===== src/rtl/lpt_pkg.sv =====
package lpt_pkg;

    typedef enum logic [1:0] {
        RM_FREE     = 2'd0,
        RM_ONESHOT  = 2'd1,
        RM_BUFFERED = 2'd2,
        RM_DOUBLE   = 2'd3
    } rep_mode_e;

    typedef struct packed {
        logic [3:0] presc;
        logic       buf_top;
        logic       top_sel;
        rep_mode_e  mode;
    } ctrl_t;

    localparam int CTRL_W = $bits(ctrl_t);
    localparam int ADDR_W = 4;

    localparam logic [ADDR_W-1:0] A_CTRL  = 4'd0;
    localparam logic [ADDR_W-1:0] A_CMD   = 4'd1;
    localparam logic [ADDR_W-1:0] A_CNT   = 4'd2;
    localparam logic [ADDR_W-1:0] A_CMP0  = 4'd3;
    localparam logic [ADDR_W-1:0] A_CMP1  = 4'd4;
    localparam logic [ADDR_W-1:0] A_REP0  = 4'd5;
    localparam logic [ADDR_W-1:0] A_REP1  = 4'd6;
    localparam logic [ADDR_W-1:0] A_FLAGS = 4'd7;
    localparam logic [ADDR_W-1:0] A_IEN   = 4'd8;
    localparam logic [ADDR_W-1:0] A_STAT  = 4'd9;

    localparam int CMD_START = 0;
    localparam int CMD_STOP  = 1;
    localparam int CMD_CLEAR = 2;

    // bit 0 is cmp0, bit 4 is rep1_z
    typedef struct packed {
        logic rep1_z;
        logic rep0_z;
        logic uf;
        logic cmp1;
        logic cmp0;
    } evt_t;

    localparam int EVT_W = $bits(evt_t);

endpackage


===== src/rtl/lpt_prescaler.sv =====
module lpt_prescaler #(
    parameter int DIV_W  = 8,
    parameter int CODE_W = 4
) (
    input  logic              clk,
    input  logic              rst,
    input  logic              run,
    input  logic              restart,
    input  logic [CODE_W-1:0] code,
    output logic              tick
);
    logic [DIV_W-1:0] div_q;
    logic [DIV_W-1:0] mask;

    // low N bits of the mask set: tick when they are all ones
    always_comb begin
        for (int i = 0; i < DIV_W; i++) begin
            mask[i] = (i < int'(code));
        end
    end

    always_ff @(posedge clk) begin
        if (rst || !run || restart) div_q <= '0;
        else                        div_q <= div_q + 1'b1;
    end

    assign tick = run && ((div_q & mask) == mask);
endmodule


===== src/rtl/lpt_repeat.sv =====
module lpt_repeat
    import lpt_pkg::*;
#(
    parameter int REP_W = 8
) (
    input  rep_mode_e        mode,
    input  logic             uf,
    input  logic [REP_W-1:0] rep0,
    input  logic [REP_W-1:0] rep1,
    input  logic             rep1_vld,
    output logic [REP_W-1:0] rep0_nxt,
    output logic [REP_W-1:0] rep1_nxt,
    output logic             consume,
    output logic             halt,
    output logic             rep0_ev,
    output logic             rep1_ev
);
    logic             r0_last, r1_last;
    logic [REP_W-1:0] r0_dec, r1_dec;

    assign r0_last = (rep0 <= REP_W'(1));
    assign r1_last = (rep1 <= REP_W'(1));
    assign r0_dec  = (rep0 == '0) ? '0 : rep0 - 1'b1;
    assign r1_dec  = (rep1 == '0) ? '0 : rep1 - 1'b1;

    always_comb begin
        rep0_nxt = rep0;
        rep1_nxt = rep1;
        consume  = 1'b0;
        halt     = 1'b0;
        rep0_ev  = 1'b0;
        rep1_ev  = 1'b0;
        if (uf) begin
            case (mode)
                RM_ONESHOT: begin
                    rep0_ev  = (rep0 == REP_W'(1));
                    rep0_nxt = r0_dec;
                    halt     = r0_last;
                end
                RM_BUFFERED: begin
                    rep0_ev = (rep0 == REP_W'(1));
                    if (!r0_last) begin
                        rep0_nxt = r0_dec;
                    end else if (rep1_vld) begin
                        rep0_nxt = rep1;
                        consume  = 1'b1;
                    end else begin
                        rep0_nxt = '0;
                        halt     = 1'b1;
                    end
                end
                RM_DOUBLE: begin
                    rep0_ev  = (rep0 == REP_W'(1));
                    rep1_ev  = (rep1 == REP_W'(1));
                    rep0_nxt = r0_dec;
                    rep1_nxt = r1_dec;
                    halt     = r0_last && r1_last;
                end
                default: ;
            endcase
        end
    end
endmodule


===== src/rtl/lpt_irq.sv =====
module lpt_irq #(
    parameter int N = 5
) (
    input  logic         clk,
    input  logic         rst,
    input  logic [N-1:0] set,
    input  logic         clr_we,
    input  logic [N-1:0] clr_bits,
    input  logic [N-1:0] ien,
    output logic [N-1:0] flags,
    output logic         irq
);
    for (genvar g = 0; g < N; g++) begin : g_flag
        always_ff @(posedge clk) begin
            if (rst) flags[g] <= 1'b0;
            else     flags[g] <= set[g] | (flags[g] & ~(clr_we & clr_bits[g]));
        end
    end

    assign irq = |(flags & ien);
endmodule


===== src/rtl/lp_downtimer.sv =====
module lp_downtimer
    import lpt_pkg::*;
#(
    parameter int               CNT_W     = 24,
    parameter int               REP_W     = 8,
    parameter int               DIV_W     = 8,
    parameter logic [CNT_W-1:0] FIXED_TOP = CNT_W'('hFFFF)
) (
    input  logic              clk,
    input  logic              rst,
    input  logic              wr_en,
    input  logic [ADDR_W-1:0] wr_addr,
    input  logic [CNT_W-1:0]  wr_data,
    input  logic [ADDR_W-1:0] rd_addr,
    output logic [CNT_W-1:0]  rd_data,
    output logic              irq
);
    ctrl_t             ctrl_q;
    logic [CNT_W-1:0]  cnt_q, cmp0_q, cmp1_q;
    logic [REP_W-1:0]  rep0_q, rep1_q;
    logic              rep1_vld, running;
    logic [EVT_W-1:0]  ien_q, flags_w;

    logic hit_ctrl, hit_cmd, hit_cnt, hit_cmp0, hit_cmp1;
    logic hit_rep0, hit_rep1, hit_flags, hit_ien;
    logic cmd_start, cmd_stop, cmd_clear;
    logic tick, adv, uf;
    logic [CNT_W-1:0]  top_val, cnt_step;
    logic [REP_W-1:0]  r0_nxt, r1_nxt;
    logic consume, halt, r0_ev, r1_ev;
    evt_t ev;

    assign hit_ctrl  = wr_en && (wr_addr == A_CTRL);
    assign hit_cmd   = wr_en && (wr_addr == A_CMD);
    assign hit_cnt   = wr_en && (wr_addr == A_CNT);
    assign hit_cmp0  = wr_en && (wr_addr == A_CMP0);
    assign hit_cmp1  = wr_en && (wr_addr == A_CMP1);
    assign hit_rep0  = wr_en && (wr_addr == A_REP0);
    assign hit_rep1  = wr_en && (wr_addr == A_REP1);
    assign hit_flags = wr_en && (wr_addr == A_FLAGS);
    assign hit_ien   = wr_en && (wr_addr == A_IEN);

    assign cmd_start = hit_cmd && wr_data[CMD_START];
    assign cmd_stop  = hit_cmd && wr_data[CMD_STOP];
    assign cmd_clear = hit_cmd && wr_data[CMD_CLEAR];

    lpt_prescaler #(.DIV_W(DIV_W), .CODE_W(4)) u_presc (
        .clk(clk), .rst(rst), .run(running), .restart(cmd_clear),
        .code(ctrl_q.presc), .tick(tick)
    );

    // software writes to the count take the cycle over from the tick
    assign adv      = tick && !cmd_clear && !hit_cnt;
    assign uf       = adv && (cnt_q == '0);
    assign top_val  = ctrl_q.top_sel ? cmp0_q : FIXED_TOP;
    assign cnt_step = (cnt_q == '0) ? top_val : cnt_q - 1'b1;

    lpt_repeat #(.REP_W(REP_W)) u_rep (
        .mode(ctrl_q.mode), .uf(uf), .rep0(rep0_q), .rep1(rep1_q),
        .rep1_vld(rep1_vld), .rep0_nxt(r0_nxt), .rep1_nxt(r1_nxt),
        .consume(consume), .halt(halt), .rep0_ev(r0_ev), .rep1_ev(r1_ev)
    );

    always_comb begin
        ev.cmp0   = adv && (cnt_step == cmp0_q);
        ev.cmp1   = adv && (cnt_step == cmp1_q);
        ev.uf     = uf;
        ev.rep0_z = r0_ev;
        ev.rep1_z = r1_ev;
    end

    lpt_irq #(.N(EVT_W)) u_irq (
        .clk(clk), .rst(rst), .set(ev), .clr_we(hit_flags),
        .clr_bits(wr_data[EVT_W-1:0]), .ien(ien_q), .flags(flags_w), .irq(irq)
    );

    always_ff @(posedge clk) begin
        if (rst) begin
            ctrl_q   <= '0;
            cnt_q    <= '0;
            cmp0_q   <= '0;
            cmp1_q   <= '0;
            rep0_q   <= '0;
            rep1_q   <= '0;
            rep1_vld <= 1'b0;
            ien_q    <= '0;
            running  <= 1'b0;
        end else begin
            if (hit_ctrl) ctrl_q <= ctrl_t'(wr_data[CTRL_W-1:0]);
            if (hit_cnt)        cnt_q <= wr_data;
            else if (cmd_clear) cnt_q <= '0;
            else if (adv)       cnt_q <= cnt_step;
            if (hit_cmp0) cmp0_q <= wr_data;
            else if (ctrl_q.buf_top && r0_ev) cmp0_q <= cmp1_q;
            if (hit_cmp1) cmp1_q <= wr_data;
            if (hit_rep0) rep0_q <= wr_data[REP_W-1:0];
            else if (adv) rep0_q <= r0_nxt;
            if (hit_rep1) begin
                rep1_q   <= wr_data[REP_W-1:0];
                rep1_vld <= 1'b1;
            end else begin
                if (adv)     rep1_q   <= r1_nxt;
                if (consume) rep1_vld <= 1'b0;
            end
            if (hit_ien) ien_q <= wr_data[EVT_W-1:0];
            if (cmd_stop)       running <= 1'b0;
            else if (cmd_start) running <= 1'b1;
            else if (halt)      running <= 1'b0;
        end
    end

    always_comb begin
        rd_data = '0;
        case (rd_addr)
            A_CTRL:  rd_data[CTRL_W-1:0] = ctrl_q;
            A_CNT:   rd_data = cnt_q;
            A_CMP0:  rd_data = cmp0_q;
            A_CMP1:  rd_data = cmp1_q;
            A_REP0:  rd_data[REP_W-1:0] = rep0_q;
            A_REP1:  rd_data[REP_W-1:0] = rep1_q;
            A_FLAGS: rd_data[EVT_W-1:0] = flags_w;
            A_IEN:   rd_data[EVT_W-1:0] = ien_q;
            A_STAT:  rd_data[0] = running;
            default: rd_data = '0;
        endcase
    end
endmodule


===== config.mk =====
export PLATFORM = sky130hd
export DESIGN_NAME = lp_downtimer
export DESIGN_NICKNAME = d
export VERILOG_FILES = /design/src/rtl/lpt_pkg.sv /design/src/rtl/lpt_prescaler.sv /design/src/rtl/lpt_repeat.sv /design/src/rtl/lpt_irq.sv /design/src/rtl/lp_downtimer.sv
export SDC_FILE = /design/constraint.sdc
export NUM_CORES = 1
export LEC_CHECK = 0
export CORE_MARGIN = 4
export CORE_UTILIZATION = 35
export CTS_CLUSTER_SIZE = 10
export DETAILED_ROUTE_END_ITERATION = 10
export SLEW_MARGIN = 20
export SYNTH_ARGS = -nofsm -noshare
export SYNTH_HDL_FRONTEND = slang
export SYNTH_SLANG_ARGS = --single-unit
export TNS_END_PERCENT = 10

===== constraint.sdc =====
create_clock -name clk -period 3.7 [get_ports clk]
set_input_delay 0.925 -clock clk [delete_from_list [all_inputs] [get_ports clk]]
set_output_delay 0.925 -clock clk [all_outputs]
set_load 0.01 [all_outputs]

# Yosys cells after proc, flatten, opt, wreduce, memory -nomap -nowiden
# Cells that the tools add are included.
[classes]
reduce_logical = 46
eq_ne = 24
bitwise = 22
order_cmp = 10
addsub = 4
mux = 39
[ops]
columns = ["operator", "count"]
rows = [
  ["2-to-1 mux 24 bit", 7],
  ["2-to-1 mux 8 bit", 11],
  ["equality test 24 bit", 2],
  ["case mux 16 bit (3 select lines)", 1],
  ["equality test 4 x 3 -> 1 bit, second input constant", 8],
  ["case mux 4 bit (8 select lines)", 1],
  ["logical NOT 24 bit", 1],
  ["subtractor 24 x 1 -> 24 bit, second input constant", 1],
  ["logical AND 1 bit", 20],
  ["case mux 3 bit (6 select lines)", 1],
  ["equality test 4 x 2 -> 1 bit, second input constant", 4],
  ["equality test 8 x 1 -> 1 bit, second input constant", 2],
  ["<= comparator 8 x 1 -> 1 bit, second input constant", 2],
  ["logical NOT 8 bit", 2],
  ["less-than comparator 3 x 4 -> 1 bit, first input constant", 4],
  ["case mux 8 bit (2 select lines)", 1],
  ["nonzero test 2 bit", 8],
  ["subtractor 8 x 1 -> 8 bit, second input constant", 2],
  ["2-to-1 mux 1 bit", 15],
  ["equality test 4 bit, second input constant", 3],
  ["AND 1 bit", 10],
  ["case mux 1 bit (9 select lines)", 1],
  ["adder 8 x 1 -> 8 bit, second input constant", 1],
  ["AND 8 bit", 1],
  ["other kinds (18)", 36],
]
[word_totals]
reg_bits = 116
elab_cells = 163
output_inout_bits = 25
inputBits = 35

# Depth between registers and ports, before layout
# Gate-level depths: netlist (run 1).
[logic_depth]
ltp_word = 11
depth_mapped = 14
depth_no_buf = 10

# Modules after synthesis
# A second synthesis (run 1) with hierarchy kept.
[unflattened]
cells_unflattened = 1054
area_unflattened_um2 = 7905.1
[modules_own_cells]
columns = ["module", "cells_per_inst", "seq_area_each_um2", "n_inst", "area_per_inst_um2"]
rows = [
  ["lp_downtimer", 888, 2062.0, 1, 6650.1],
  ["lpt_repeat", 97, 0.0, 1, 634.4],
  ["lpt_prescaler", 51, 160.2, 1, 411.6],
  ["lpt_irq", 18, 100.1, 1, 209.0],
]

# Worst setup path after synthesis (run 1)
# Ideal clock, no wire load.
[synth_timing]
path_kind = "register to register"
from = "reg cnt_q[0]"
to = "reg u_irq.flags[0]"
slack_ns = 0.045
setup_time_ns = 0.084
stages_incl_launch_ff = 14
arrival_time_ns = 3.571
synth_period_minus_slack_ns = 3.655
path_buffers = 3
required_time_ns = 3.616
cell_sequence = "dfxtp_1 > clkbuf_1 > inv_1 > ha_1 > or4b_2 > or4_4 > buf_6 > or2_0 > buf_6 > and3_4 > o21a_1 > or4_1 > or4_1 > o31ai_2"
[synth_via]
elab_chain_cells = 5
word_cells_on_any_way = 6
classes_between = "1 x add/sub; 1 x eq/ne; 1 x mux; 1 x bitwise; 2 x reduce/logical"
[synth_rtl]
columns = ["element", "line", "text"]
rows = [
  ["start: declaration", "lp_downtimer.sv:19", "logic [CNT_W-1:0] cnt_q, cmp0_q, cmp1_q;"],
  ["start signal: assignment", "lp_downtimer.sv:90", "if (hit_cnt) cnt_q <= wr_data;"],
  ["start signal: assignment", "lp_downtimer.sv:92", "else if (adv) cnt_q <= cnt_step;"],
  ["subtractor 24 x 1 -> 24 bit / logical NOT 24 bit (equally long branches)", "lp_downtimer.sv:56", "assign cnt_step = (cnt_q == '0) ? top_val : cnt_q - 1'b1;"],
  ["2-to-1 mux 24 bit *", "lp_downtimer.sv:56", ""],
  ["equality test 24 bit *", "lp_downtimer.sv:65", "ev.cmp0 = adv && (cnt_step == cmp0_q);"],
  ["logical AND 1 bit *", "lp_downtimer.sv:65", ""],
  ["bitwise OR 1 bit *", "lpt_irq.sv:16", "else flags[g] <= set[g] | (flags[g] & ~(clr_we & clr_bits[g]));"],
  ["end signal: indexed assignment", "lpt_irq.sv:16", ""],
  ["end: declaration", "lpt_irq.sv:10", "output logic [N-1:0] flags,"],
]
# Mark *: on every way between the ends. The rest lies on a longest branch, timed or not.
# A chain may end at the register's enable or synchronous reset.

# Final worst setup path (run 1)
[layout_timing]
from = "in rd_addr[2]"
to = "out rd_data[4]"
[layout_via]
elab_chain_cells = 2
word_cells_on_any_way = 9
classes_between = "7 x eq/ne; 1 x mux; 1 x reduce/logical"
[layout_rtl]
columns = ["element", "line", "text"]
rows = [
  ["start: declaration", "lp_downtimer.sv:14", "input logic [ADDR_W-1:0] rd_addr,"],
  ["equality test 4 bit (tied with other cells)", "lp_downtimer.sv:114", "case (rd_addr)"],
  ["case mux 4 bit (8 select lines) *", "lp_downtimer.sv:114", ""],
  ["end: declaration", "lp_downtimer.sv:15", "output logic [CNT_W-1:0] rd_data,"],
]
# Marks and branches as above.

==> metrics.txt, run 1 <==
crit path max-delay cell type=clkdlybuf4s50_1; vias=between 9000 and 10000; cell mode on critical path=clkdlybuf4s50_1; Mapped Area=between 7000 and 8000 sq um; Initial Util=between 30% and 40%; total grt overflow=0; Die H=roughly 160 um; pwr/cell area=just over 400 nW/um^2; Synth Area per Inst=a little over 7 sq um; RSZ-0062 raised after global routing=yes; share of layout cells above drive strength 1=between 10% and 20%; Ys Warns=0; vias in the first global route=between 8000 and 9000; Async SR Flop Fraction=0%; crit path launch type=input port; CP peak stage delay=between 0.5 and 0.6 ns; met2 Track Usage GR=a little under two fifths; core area=22600 sq um; Num CTS Buffers=17; clock skew=around 0.013 ns; Main synth FF type=dfxtp_1; IO Port Bufs=between 50 and 60; CTS tree=done; final core occ=44.3%; max_slew headroom=50.4%; initial antenna violation count=0; FF-to-FF path depth=11; clock sinks=about 120; DRC=0; Cells on Worst Hold Path=2; Final Hold Violating Endpoints=0; max_cap viols=0; Post-DP HPWL=about 24000 um; Tmin final=3.75 ns; Antenna diodes=0; Max FO, Critical Path=8; status=finished, violations left; register area share after synthesis=between 20% and 30%; GR Util met3=7.17%; gpl congestion=0.991; Setup crit end kind=output pin; violated checks=negative setup slack; vias per cell=between 6 and 7; Cell Chain, Critical Path=clkdlybuf4s50_1 > buf_4 > nor3_2 > buf_6 > a222oi_1 > o211ai_1 > clkdlybuf4s50_1; CTS root buf=clkbuf_16; Worst VDD drop=just over 0.3 mV; # nets final=between 1000 and 1500; Die X-Extent=roughly 160 um; period utilisation layout=101%; Avg WL per Cell=approximately 22 um; Antenna Violating Nets Remaining=0; global-route wire length before repair=~50000 um; Pre-Repair DR Iteration Count=8; synthesized instance count=1101; die area=25300 sq um; Post-synth EDFFs=0; Tightest Pin Transition=0.744 ns; Detailed Route Iter0 Violations=1104; Max Root-Sink Buffers=2; Synth Register Bits=about 120; DRT Wirelength=roughly 33000 um; crit path DAT=2.83 ns; row count=55; clk slew on worst S/H paths=0.06 ns; Final Slew Violations=0; clk_lat worst skew=around 0.43 ns; largest net degree at the start of global routing=66; grt met1 use=around 35%; Synthesized Nets=around 1100; Yosys cell types=74; FMAX=0.266 GHz; Final WS setup=-0.0538 ns; gr busiest metal=met2; Total GRT Usage=between 20% and 30%; Hold Buf Count CTS=0; IO Count=60; leakage=roughly 3.7 nW; count of final setup violators=2; Worst Setup Path Type=in -> out; dpl ws=-0.225 ns; HP Class=reg -> reg; Sum Neg Setup Slack=-0.0761 ns; H-tree Lvls=4; Syn-to-layout area delta=25.1%; Worst Path Required=roughly 2.8 ns
worst max-delay path: cells and delay by family:
kind,cells,cell delay (ns)
buf+inv,4,1.35
simple gates,1,0.06
compound gates,2,0.49
placed cells by master, fill, tap and decap left out, drive strengths merged, types with 8 or more instances in the layout:
master / count
inv: 47
o22ai: 10
dfxtp: 116
xor2: 12
nand2b: 9
nand2: 173
or4: 15
and3: 8
o211ai: 11
clkdlybuf4s50: 34
and2: 8
a211oi: 43
xnor2: 26
nand3: 25
nor4: 18
a22oi: 47
dlygate4sd2: 23
nand4: 16
nor3: 31
mux2i: 37
a21oi: 84
nor2: 93
a221oi: 22
ha: 9
o21ai: 46
nor2b: 12
buf: 94
clkbuf: 18
state kept, by name (all words and copies together), names as in the netlist:
register	cells
cmp0_q	24
cmp1_q	24
cnt_q	24
ctrl_q	8
rep0_q	8
rep1_q	8
u_presc.div_q	8
ien_q	5
u_irq.flags	5
rep1_vld	1
running	1
metrics by stage:
step / hold slack, ns / std cells / cell area, sq um / total power [mW]
5_1_grt: 0.517 / 1481 / 9990 / 4.30
3_3_place_gp: 0.474 / 1447 / 9330 / 2.37
2_1_floorplan: 0.441 / 1101 / 7990 / 1.99
4_1_cts: 0.490 / 1479 / 9940 / 4.12
6_report: 0.494 / 1481 / 9990 / 4.15
3_5_place_dp: 0.480 / 1447 / 9330 / 2.36
logic make-up after synthesis:
| kind of cell | share of synthesized area [%] |
|---|---|
| simple gates | 26.5 |
| fa+ha+maj | 1.41 |
| flops | 29.1 |
| compound gates | 27.4 |
| xor+xnor | 4.16 |
| buf+inv | 6.65 |
| mux | 4.78 |
final timing paths:
| path | to | slack, ns | startpoint |
|---|---|---|---|
| hold / removal | ctrl_q[7] | 0.49 | ctrl_q[7] |
| setup reg to reg | u_irq.flags[0] | 0.16 | cnt_q[1] |
| hold reg to reg | ctrl_q[7] | 0.49 | ctrl_q[7] |
| setup / recovery | rd_data[4] | -0.05 | rd_addr[2] |
final cells by class:
cell class / instances / area (sq um)
clock buffer: 18 / 439
clock inverter: 14 / 178
fill: 2310 / 12600
inverter: 44 / 165
multi-input combinational: 852 / 5200
sequential: 116 / 2320
tap: 285 / 357
timing repair buffer: 152 / 1330
cells in the mapped netlist (all sizes together), types with 16 or more instances:
cell type | n | area (sq um)
nand2 | 173 | 649
dfxtp | 116 | 2320
nor2 | 93 | 349
a21oi | 84 | 420
clkbuf | 80 | 300
a22oi | 47 | 353
o21ai | 46 | 230
inv | 44 | 165
a211oi | 43 | 323
mux2i | 37 | 370
nor3 | 31 | 155
xnor2 | 26 | 228
nand3 | 25 | 125
a221oi | 22 | 193
nor4 | 18 | 113
nand4 | 16 | 100
report_power, final:
part | leakage (nW) | switching [mW] | internal (mW)
Sequential | 0.938 | 0.0385 | 1.27
Combinational | 2.45 | 0.656 | 0.417
Clock | 0.290 | 0.681 | 1.08
Total | 3.68 | 1.38 | 2.78
metal layers:
metal / up-vias / part of all wire [%]
met5: - / 0.17
met4: 2 / 4.0
met3: 113 / 9.6
met2: 500 / 43
met1: 4258 / 44
li1: 4190 / -
what timing repair did:
item	CTS	global route
gates resized for setup	27	7
buffers inserted	0	2
setup endpoints to repair	24	7
hold endpoints to repair	0	0
pin swaps	1	0
Note: power is estimated with default switching activity, not from simulation.
==> inputs of run 2 (changes only) <==
SLEW_MARGIN = 10   (was 20)
==> results of run 2 <==
The final DEF is identical to that of run 1; final timing and power are the same.
==> inputs of run 3 (changes only) <==
TNS_END_PERCENT = default   (was 10)
==> metrics.txt, run 3 (same netlist as run 1, synthesis figures left out) <==
Cell Chain, Critical Path=inv_1 > ha_2 > or4b_2 > or4_4 > or2_0 > buf_4 > nand2_1 > a21oi_1 > or4_1 > or4_1 > o31ai_2; Pre-Repair DR Iteration Count=8 (unchanged); vias in the first global route=8593 (+0.17%); Avg WL per Cell=22.2 um (about the same); Tmin final=3.52 ns (-0.236 ns); most common cell after layout, fill and taps aside=nand2_1; Detailed Route Iter0 Violations=1205 (+9.1%); sw power=1.38 mW (about the same); vias=9101 (+0.42%); H-tree Lvls=4 (unchanged); total grt overflow=0 (unchanged); CTS root buf=clkbuf_16; max_slew headroom=50.6% (+0.19 points); clk slew on worst S/H paths=0.06 ns (about the same); Hold Path Sink=u_irq.flags[4]; Post-DP Area=9330 sq um (unchanged); crit path max-delay cell type=or4b_2; IO Port Bufs=59 (unchanged); Clk pwr share=42.5% (about the same); share of layout cells above drive strength 1=13.0% (+0.17 points); Tightest Pin Transition=0.741 ns (-0.00283 ns); Antenna diodes=0 (unchanged); Antenna Violating Nets Remaining=0 (unchanged); Total GRT Usage=25.1% (about the same); DRC=0 (unchanged); DRT Wirelength=32800 um (about the same); count of final setup violators=0 (-2); largest net degree at the start of global routing=66 (unchanged); Setup crit end kind=flip-flop; Max Root-Sink Buffers=2 (unchanged); Post-DP HPWL=24200 um (unchanged); Die X-Extent=159 um (unchanged); switch share=33.1% (about the same); Die H=159 um (unchanged); Num CTS Buffers=17 (unchanged); Final Hold Violating Endpoints=0 (unchanged); clock skew=0.0130 ns (-0.000213 ns); Syn-to-layout area delta=25.7%; HP Class=reg -> reg; vias per cell=6.15 (+0.42%); initial antenna violation count=0 (unchanged); CTS tree=done; leakage=3.74 nW (+1.6%); hold slack=0.492 ns (-0.00258 ns); Cells on Worst Hold Path=2 (unchanged); worst reg2reg path startpoint=cnt_q[1]; Worst Path Required=4.04 ns (+1.27 ns); cell mode on critical path=or4_1; clk_lat worst skew=0.43 ns (about the same); clock sinks=116 (unchanged); status=finished, final reports clean; row count=55 (unchanged); max_cap viols=0 (unchanged); min-delay src=u_irq.flags[4]; Internal=2.78 mW (about the same); part of the power in combinational logic=25.9% (about the same); crit path DAT=3.86 ns (+1.03 ns); most frequent cells in the layout=173 x nand2_1, 116 x dfxtp_1, 93 x nor2_1; CP peak stage delay=0.58 ns (+0.06 ns); sequential power share=31.6% (about the same); final core occ=44.5% (+0.21 points); R2R Path End=u_irq.flags[0]; Initial Util=35.4% (unchanged); Final Slew Violations=0 (unchanged); # nets final=1227 (unchanged); gpl congestion=0.991 (unchanged); FMAX=0.284 GHz (+6.7%); Post-Layout Inst Area=10000 sq um (+0.48%); crit path launch type=flip-flop; Worst Setup Path Type=reg -> reg; die area=25300 sq um (unchanged); pwr/cell area=414 nW/um^2 (-0.40%); FF-to-FF path depth=11 (unchanged); Worst VDD drop=0.310 mV (-0.25%); fillers=2310 (unchanged); global-route wire length before repair=50400 um (about the same); R2R Setup Slk=0.18 ns (+0.02 ns); period utilisation layout=95.1% (-6.4 points); core area=22600 sq um (unchanged); RSZ-0062 raised after global routing=no; top flop regs=cmp0_q x24, cmp1_q x24, cnt_q x24; Max FO, Critical Path=18 (+10); IO Count=60 (unchanged)
==> run 3: cell count changes in the layout (fill, tap and decap cells not counted), sizes merged <==
cell	previous run	this run
dlygate4sd2	23	24
clkdlybuf4s50	34	30
dlymetal6s2s	1	4
==> run 3: power groups by stage <==
stage               combinational (mW)  sequential [mW]  clock [mW]
finish                            1.08             1.31        1.77
global route                      1.15             1.31        1.84
CTS                               1.03             1.31        1.78
detailed placement                1.02             1.34           0
global placement                  1.03             1.34           0
floorplan                        0.668             1.32           0
==> run 3: critical path, delay by kind of cell (launching register included) <==
family          cells  cell delay (ns)
fa+ha+maj           1             0.20
simple gates        6             2.31
buf+inv             2             0.32
compound gates      2             0.28
flops               1             0.32
==> run 3: repair_timing <==
action,4_1_cts,5_1_grt
endpoints found under the setup margin,24,7
resized for setup,30,16
pin swaps,3,2
setup buffers,1,1
hold buffers,0,0
==> run 3: layout make-up <==
class	instances	area (sq um)	share of cell area (%)
clock inverters	14	178	1.77
flip-flops and latches	116	2320	23.1
repair buffers	152	1350	13.4
clock buffers	18	439	4.37
inverters	44	165	1.64
well taps	285	357	3.55
multi-input cells	852	5230	52.1
==> run 3: per-layer routing <==
layer / share of wire, % / up-vias / wire (um) / track usage [%]
li1: - / 4186 / - / -
met1: 43 / 4258 / 14100 / 34.5
met2: 43 / 548 / 14100 / 36.9
met3: 10 / 107 / 3410 / 7.25
met4: 3.7 / 2 / 1210 / 10.4
met5: 0.17 / - / 57 / 1.52
==> run 3: worst max path at each step <==
stage                     slack (ns)  startpoint  cells past startpoint              to
after global routing           0.001    cnt_q[0]                     11  u_irq.flags[0]
final                           0.18    cnt_q[1]                     11  u_irq.flags[0]
after global placement         -0.22  rd_addr[1]                      8      rd_data[1]
after detailed placement       -0.23  rd_addr[1]                      8      rd_data[1]
after CTS                      -0.07  rd_addr[2]                      7      rd_data[6]
after floorplan                 0.04    cnt_q[0]                     13  u_irq.flags[0]
==> run 3: metrics by stage <==
| step | cells | TNS, ns | total power, mW | setup WS (ns) |
|---|---|---|---|---|
| global placement | 1447 | -3.73 | 2.37 | -0.216 |
| detailed placement | 1447 | -3.97 | 2.36 | -0.225 |
| floorplan | 1101 | 0 | 1.99 | 0.0448 |
| CTS | 1480 | -0.164 | 4.12 | -0.0701 |
| global route | 1481 | 0 | 4.31 | 0.00117 |
| finish | 1481 | 0 | 4.15 | 0.182 |
